`src/rtl/rtc_alarm_pkg.sv`:
```
package rtc_alarm_pkg;
    localparam int NFIELD       = 7;
    localparam int ADR_ALM_BASE = 'h08;
    localparam int ADR_STAT     = 'h0F;
    localparam int ADR_IMSK     = 'h12;
    localparam int ADR_TCTL     = 'h18;
    localparam int FLAG_BIT     = 2;
    localparam int AIE_BIT      = 2;
    localparam int RPT_LSB      = 2;
    localparam int IM_LSB       = 5;
    localparam logic [2:0] RPT_PER_SEC = 3'd7;

    typedef enum logic [1:0] {IRQ_QUIET, IRQ_PULSE, IRQ_HOLD} irq_state_e;

    // lane order: 0 hund, 1 sec, 2 min, 3 hour, 4 date, 5 month, 6 wday
    function automatic logic [NFIELD-1:0] field_use(input logic [2:0] rpt);
        case (rpt)
            3'd1:    field_use = 7'b0111111;
            3'd2:    field_use = 7'b0011111;
            3'd3:    field_use = 7'b1001111;
            3'd4:    field_use = 7'b0001111;
            3'd5:    field_use = 7'b0000111;
            3'd6:    field_use = 7'b0000011;
            3'd7:    field_use = 7'b0000001;
            default: field_use = 7'b0000000;
        endcase
    endfunction
endpackage

```
`src/rtl/alarm_regs.sv`:
```
module alarm_regs
    import rtc_alarm_pkg::*;
#(
    parameter int ADDR_W = 6,
    parameter int DW     = 8,
    parameter int NF     = NFIELD
) (
    input  logic              clk,
    input  logic              rst_n,
    input  logic              we,
    input  logic [ADDR_W-1:0] addr,
    input  logic [DW-1:0]     wdata,
    input  logic              hit,
    output logic [DW-1:0]     rdata,
    output logic [DW-1:0]     alm_o [NF],
    output logic [2:0]        rpt_o,
    output logic              flag_q,
    output logic              aie_q,
    output logic [1:0]        im_q,
    output logic              flag_nxt,
    output logic              aie_nxt,
    output logic [1:0]        im_nxt
);
    logic [DW-1:0] alm_q [NF];
    logic          wr_stat, wr_imsk, wr_tctl;

    assign wr_stat = we && (addr == ADDR_W'(ADR_STAT));
    assign wr_imsk = we && (addr == ADDR_W'(ADR_IMSK));
    assign wr_tctl = we && (addr == ADDR_W'(ADR_TCTL));

    for (genvar i = 0; i < NF; i++) begin : g_alm
        always_ff @(posedge clk or negedge rst_n) begin
            if (!rst_n)
                alm_q[i] <= '0;
            else if (we && (addr == ADDR_W'(ADR_ALM_BASE + i)))
                alm_q[i] <= wdata;
        end
        assign alm_o[i] = alm_q[i];
    end

    always_comb begin
        if (hit)
            flag_nxt = 1'b1;
        else if (wr_stat && !wdata[FLAG_BIT])
            flag_nxt = 1'b0;
        else
            flag_nxt = flag_q;
        aie_nxt = wr_imsk ? wdata[AIE_BIT] : aie_q;
        im_nxt  = wr_imsk ? wdata[IM_LSB+1:IM_LSB] : im_q;
    end

    always_ff @(posedge clk or negedge rst_n) begin
        if (!rst_n) begin
            flag_q <= 1'b0;
            aie_q  <= 1'b0;
            im_q   <= 2'b00;
            rpt_o  <= 3'd0;
        end else begin
            flag_q <= flag_nxt;
            aie_q  <= aie_nxt;
            im_q   <= im_nxt;
            if (wr_tctl)
                rpt_o <= wdata[RPT_LSB+2:RPT_LSB];
        end
    end

    always_comb begin
        rdata = '0;
        for (int i = 0; i < NF; i++)
            if (addr == ADDR_W'(ADR_ALM_BASE + i))
                rdata = alm_q[i];
        if (addr == ADDR_W'(ADR_STAT))
            rdata[FLAG_BIT] = flag_q;
        if (addr == ADDR_W'(ADR_IMSK)) begin
            rdata[AIE_BIT]             = aie_q;
            rdata[IM_LSB+1:IM_LSB]     = im_q;
        end
        if (addr == ADDR_W'(ADR_TCTL))
            rdata[RPT_LSB+2:RPT_LSB]   = rpt_o;
    end


    clear_takes_effect_chk: assert property (@(posedge clk) disable iff (!rst_n)
        (wr_stat && !wdata[FLAG_BIT] && !hit) |=> !flag_q);
endmodule

```
`src/rtl/alarm_match.sv`:
```
module alarm_match
    import rtc_alarm_pkg::*;
#(
    parameter int DW = 8,
    parameter int NF = NFIELD
) (
    input  logic          clk,
    input  logic          rst_n,
    input  logic          tick,
    input  logic [DW-1:0] cur   [NF],
    input  logic [DW-1:0] alm   [NF],
    input  logic [2:0]    rpt,
    output logic          hit
);
    logic [NF-1:0] eq;
    logic [NF-1:0] use_m;
    logic          match;
    logic          prev_match_q;
    logic [DW-1:0] prev_hund_q;
    logic          wild_all, wild_tenth;

    assign use_m      = field_use(rpt);
    assign wild_all   = (rpt == RPT_PER_SEC) && (alm[0] == {DW{1'b1}});
    assign wild_tenth = (rpt == RPT_PER_SEC) && (alm[0][DW-1:DW-4] == 4'hF);

    for (genvar i = 0; i < NF; i++) begin : g_lane
        if (i == 0) begin : g_hund
            always_comb begin
                if (wild_all)
                    eq[i] = 1'b1;
                else if (wild_tenth)
                    eq[i] = (cur[i][3:0] == alm[i][3:0]);
                else
                    eq[i] = (cur[i] == alm[i]);
            end
        end else begin : g_plain
            assign eq[i] = (cur[i] == alm[i]);
        end
    end

    assign match = (rpt != 3'd0) && (&(eq | ~use_m));
    assign hit   = tick && match && (!prev_match_q || (cur[0] != prev_hund_q));

    always_ff @(posedge clk or negedge rst_n) begin
        if (!rst_n) begin
            prev_match_q <= 1'b0;
            prev_hund_q  <= '0;
        end else if (tick) begin
            prev_match_q <= match;
            prev_hund_q  <= cur[0];
        end
    end
endmodule

```
`src/rtl/irq_fsm.sv`:
```
module irq_fsm
    import rtc_alarm_pkg::*;
(
    input  logic       clk,
    input  logic       rst_n,
    input  logic       tick,
    input  logic       hit,
    input  logic       flag_q,
    input  logic       aie_q,
    input  logic [1:0] im_q,
    input  logic       flag_nxt,
    input  logic       aie_nxt,
    input  logic [1:0] im_nxt,
    output logic       irq_n
);
    irq_state_e state_q, state_d;
    logic       level_want, pulse_go;

    assign level_want = flag_nxt && aie_nxt && (im_nxt == 2'b00);
    assign pulse_go   = hit && aie_nxt && (im_nxt != 2'b00);

    always_comb begin
        state_d = state_q;
        unique case (state_q)
            IRQ_QUIET: begin
                if (pulse_go)        state_d = IRQ_PULSE;
                else if (level_want) state_d = IRQ_HOLD;
            end
            IRQ_PULSE: begin
                if (!aie_nxt)              state_d = IRQ_QUIET;
                else if (im_nxt == 2'b00)  state_d = level_want ? IRQ_HOLD : IRQ_QUIET;
                else if (tick && !hit)     state_d = IRQ_QUIET;
            end
            IRQ_HOLD: begin
                if (!level_want)     state_d = pulse_go ? IRQ_PULSE : IRQ_QUIET;
            end
            default:                 state_d = IRQ_QUIET;
        endcase
    end

    always_ff @(posedge clk or negedge rst_n) begin
        if (!rst_n) state_q <= IRQ_QUIET;
        else        state_q <= state_d;
    end

    always_comb begin
        irq_n = (state_q == IRQ_QUIET);
    end


    irq_needs_enable_chk: assert property (@(posedge clk) disable iff (!rst_n)
        !irq_n |-> aie_q);

    level_asserts_chk: assert property (@(posedge clk) disable iff (!rst_n)
        (im_q == 2'b00 && aie_q && flag_q) |-> !irq_n);

    level_releases_chk: assert property (@(posedge clk) disable iff (!rst_n)
        (im_q == 2'b00 && !irq_n) |-> flag_q);

    pulse_starts_on_hit_chk: assert property (@(posedge clk) disable iff (!rst_n)
        ($fell(irq_n) && im_q != 2'b00) |-> $past(hit));
endmodule

```
`src/rtl/rtc_alarm_match.sv`:
```
module rtc_alarm_match
    import rtc_alarm_pkg::*;
#(
    parameter int ADDR_W = 6,
    parameter int DW     = 8
) (
    input  logic              clk,
    input  logic              rst_n,
    input  logic              tick,
    input  logic [DW-1:0]     cur_hund,
    input  logic [DW-1:0]     cur_sec,
    input  logic [DW-1:0]     cur_min,
    input  logic [DW-1:0]     cur_hour,
    input  logic [DW-1:0]     cur_date,
    input  logic [DW-1:0]     cur_month,
    input  logic [DW-1:0]     cur_wday,
    input  logic              reg_we,
    input  logic [ADDR_W-1:0] reg_addr,
    input  logic [DW-1:0]     reg_wdata,
    output logic [DW-1:0]     reg_rdata,
    output logic              irq_n
);
    localparam int NF = NFIELD;

    logic [DW-1:0] cur_arr [NF];
    logic [DW-1:0] alm_arr [NF];
    logic [2:0]    rpt;
    logic          hit, flag_q, aie_q, flag_nxt, aie_nxt;
    logic [1:0]    im_q, im_nxt;

    assign cur_arr[0] = cur_hund;
    assign cur_arr[1] = cur_sec;
    assign cur_arr[2] = cur_min;
    assign cur_arr[3] = cur_hour;
    assign cur_arr[4] = cur_date;
    assign cur_arr[5] = cur_month;
    assign cur_arr[6] = cur_wday;

    alarm_regs #(.ADDR_W(ADDR_W), .DW(DW), .NF(NF)) u_regs (
        .clk(clk), .rst_n(rst_n), .we(reg_we), .addr(reg_addr), .wdata(reg_wdata),
        .hit(hit), .rdata(reg_rdata), .alm_o(alm_arr), .rpt_o(rpt),
        .flag_q(flag_q), .aie_q(aie_q), .im_q(im_q),
        .flag_nxt(flag_nxt), .aie_nxt(aie_nxt), .im_nxt(im_nxt)
    );

    alarm_match #(.DW(DW), .NF(NF)) u_match (
        .clk(clk), .rst_n(rst_n), .tick(tick), .cur(cur_arr), .alm(alm_arr),
        .rpt(rpt), .hit(hit)
    );

    irq_fsm u_fsm (
        .clk(clk), .rst_n(rst_n), .tick(tick), .hit(hit),
        .flag_q(flag_q), .aie_q(aie_q), .im_q(im_q),
        .flag_nxt(flag_nxt), .aie_nxt(aie_nxt), .im_nxt(im_nxt), .irq_n(irq_n)
    );


    no_flag_when_off_chk: assert property (@(posedge clk) disable iff (!rst_n)
        $rose(flag_q) |-> ($past(rpt) != 3'd0));

    flag_only_on_tick_chk: assert property (@(posedge clk) disable iff (!rst_n)
        $rose(flag_q) |-> $past(tick));
endmodule

```
`config.mk`:
```
export PLATFORM = sky130hd
export DESIGN_NAME = rtc_alarm_match
export DESIGN_NICKNAME = d
export VERILOG_FILES = /design/src/rtl/rtc_alarm_pkg.sv /design/src/rtl/alarm_regs.sv /design/src/rtl/alarm_match.sv /design/src/rtl/irq_fsm.sv /design/src/rtl/rtc_alarm_match.sv
export SDC_FILE = /design/constraint.sdc
export NUM_CORES = 1
export LEC_CHECK = 0
export CORE_MARGIN = 3
export CORE_UTILIZATION = 40
export DETAILED_ROUTE_END_ITERATION = 10
export DONT_BUFFER_PORTS = 1
export PLACE_DENSITY_LB_ADDON = 0.1
export SYNTH_ARGS = -nofsm -noshare
export SYNTH_HDL_FRONTEND = slang
export SYNTH_HIERARCHICAL = 1
export SYNTH_SLANG_ARGS = --single-unit
```
`constraint.sdc`:
```
create_clock -name clk -period 4.1 [get_ports clk]
set_input_delay 0.82 -clock clk [delete_from_list [all_inputs] [get_ports clk]]
set_output_delay 0.82 -clock clk [all_outputs]
set_load 0.01 [all_outputs]
```
==> impl_results.md <==
- Adder-Cell Fraction of Synth Area: 0
- HP Class: input port to async pin
- CP arrival: 2290 ps
- CTS tree: done
- Crit Reg-Reg Endpoint: u_fsm/state_q[1]
- Unrepaired setup endpoints after global routing: no
- Worst Skew: 10.8 ps
- Post-Layout Cell Count: 500
- Synth top area cells: dfrtp_1 43%, mux2_2 18%, xnor2_1 13%, mux4_2 3.2%, nand4_1 2.8%
- Root buffer cell: clkbuf_8
- Area Growth Syn to Fin: 7.19%
- PD cells: 395 nW/um^2
- # resized after CTS: 0
- First-pass GRT wire length: 17500 um
- Hold_ws: 163 ps
- Mapped Cells: 363
- Mapped Nets: 437
- Routing usage on met2: 0.320
- Internal power: 1.31 mW
- Die area: 12000 sq um
- CTS Buffer Depth: 2
- Pre-antenna DRT Iters: 4
- Largest fanout on the critical path: 25
- Design area: 4590 sq um
- Number of cell rows: 37
- Input/output buffers: 0
- #FFs+latches synth: 74
- GR Util met1: 0.277
- Peak supply drop: 187 uV
- Worst r2r src: u_regs/alm_o[37]
- Sw power: 0.499 mW
- Crit path largest cell delay: 480 ps
- GR Util met3: 0.0346
- Simple-Gate Fraction of Synth Area: 0.112
- Ys flop type: dfrtp_1
- Final Cycle Share: 0.760
- Seq pwr share: 0.510
- GRT Util Overall: 0.199
- Post-Synth XOR/XNOR Area: 0.133
- Chip Width: 109 um
- Slew @ Worst Pin: 1040 ps
- Starting Density: 0.413
- TritonCTS buffer count: 9
- Worst Setup SP: reg_addr[1]
- Combinational group share of total power: 0.166
- Setup bufs post-CTS: 0
- Routed WL: 11600 um
- Most common cell in the netlist: dfrtp_1
- Vias: 2865
- Hold Buf Count CTS: 0
- Final Setup Violations: 0
- Clk_lat worst skew: 350 ps
- Clock share of power: 0.324
- H-Tree Level Count: 3
- Syn avg cell area: 11.8 sq um
- Worst r2r path cells: 7
- Synth async-reset ratio: 1.00
- DR DRC count: 0
- Register-to-register setup slack: 2160 ps
- Vias per inst: 5.73
- Fmax: 321 MHz
- Most used routing layer: met2
- Initial antenna violation count: 0
- Post-synthesis mux area share: 0.237
- Max-cap check violation count: 0
- Nature of the critical path startpoint: input port
- Worst path slowest cell: nor4b_2
- Main combinational cell family by area after synthesis: multiplexers
- DP HPWL: 8630 um
- GRT Residual Overflow: 0
- Post-synth EDFFs: 0
- # IOs: 83
- Routability-driven placement congestion ratio: 0.881
- Critical path type: input port to output pin
- Antenna cell count: 0
- Relative slew slack: 0.302
- Die height: 109 um
- Outcome: finished clean
- Placement Cell Area: 4390 sq um
- Lkg Pwr: 1.82 nW
- Top cells by count, synth: 74 x dfrtp_1, 70 x mux2_2, 64 x xnor2_1, 21 x nor2_1, 19 x nand4_1
- Sw Ratio: 0.276
- Final Net Count: 433
- Clock transition at the registers of the reported paths: 90 ps
- Compound-cell area share of the yosys netlist: 0.0673
- Post-layout util: 0.442
- Synth top area share: 0.433
- Synth area leader: dfrtp_1
- Synth warnings: 6
- Antenna-violating nets left: 0
- Sequential element share of the synthesized area: 0.433
- CP Capture Type: output pin
- Core area: 10400 sq um
- Final hold violations: 0
- Min cycle time layout: 3110 ps
- Largest net degree at the start of global routing: 75
- Routed len/inst: 23.1 um
- Slew Limit Fails: 0
- Setup TNS: 0 ps
- Share of cells above drive strength 1: 0.277
- Critical path, cell by cell: nor2b_1 > nor4b_2 > a311oi_1 > o21a_1 > o21ai_0
- Clk sink count: 74
- Iteration-0 DRC count of the detailed router: 130
- Placed instance count: 484
- Vias in the first global route: 2963
- Synthesized area: 4280 sq um
- CP Data Required Time: 3280 ps
- Post-synthesis cell type count: 45
==> registers in the layout (all words and copies together), names as in the netlist <==
| register | count |
|---|---|
| u_fsm/state_q | 2 |
| u_match/prev_hund_q | 8 |
| u_match/prev_match_q | 1 |
| u_regs/aie_q | 1 |
| u_regs/alm_o | 56 |
| u_regs/flag_q | 1 |
| u_regs/im_q | 2 |
| u_regs/rpt_o | 3 |
==> power groups by stage <==
stage                     clock [mW]  combinational (mW)  sequential [mW]
final                          0.586               0.301            0.923
after global placement             0               0.294            0.939
after detailed placement           0               0.301            0.938
after CTS                      0.600               0.302            0.924
after floorplan                    0               0.278            0.897
after global routing           0.629               0.328            0.937
==> layout by cell type, fill, tap and decap left out, types with 4 or more instances in the layout <==
cell      Yosys  routed
clkbuf_8      0      10
nand2_1       8       8
mux2i_1       9       9
mux2_2       70      70
inv_1         4       4
a211oi_1      6       6
xnor2_1      64      64
mux4_2        6       6
dfrtp_1      74      74
nor2b_1       4       4
nor2_1       21      21
a21oi_1      12      12
o21ai_0       7       7
nand4_1      19      19
==> cell type report <==
cell class | instances | area (sq um)
Tap cell | 136 | 170
Sequential cell | 74 | 1850
Fill cell | 1019 | 5780
Clock inverter | 5 | 60.1
Inverter | 4 | 15.0
Multi-Input combinational cell | 270 | 2350
Clock buffer | 11 | 141
==> stage by stage <==
stage,setup WS (ps),power [mW]
5_1_grt,822,1.89
3_3_place_gp,1060,1.23
3_5_place_dp,1000,1.24
6_report,986,1.81
2_1_floorplan,1120,1.17
4_1_cts,989,1.83
==> critical path, delay by kind of cell <==
family           cells  cell delay, ps
AO/OA/AOI/OAI        3             580
AND/OR/NAND/NOR      2             890
==> worst max-delay path by stage <==
| stage | to | slack [ps] | cells past startpoint |
|---|---|---|---|
| global placement | reg_rdata[2] | 1060 | 5 |
| detailed placement | reg_rdata[2] | 1000 | 5 |
| finish | reg_rdata[2] | 990 | 5 |
| CTS | reg_rdata[2] | 990 | 5 |
| global route | reg_rdata[2] | 820 | 5 |
| floorplan | reg_rdata[2] | 1120 | 7 |
==> kinds of logic after synthesis <==
family,Yosys count
mux,85
simple gates,75
flops,74
xor+xnor,65
compound gates,45
buf+inv,19
==> layer usage <==
layer,vias to the layer above,part of all wire,wire (um)
li1,1306,-,-
met1,1467,0.45,5160
met2,82,0.48,5550
met3,10,0.063,724
met4,0,0.011,124
met5,-,0,0
No activity file was read; power rests on OpenSTA's default activity.
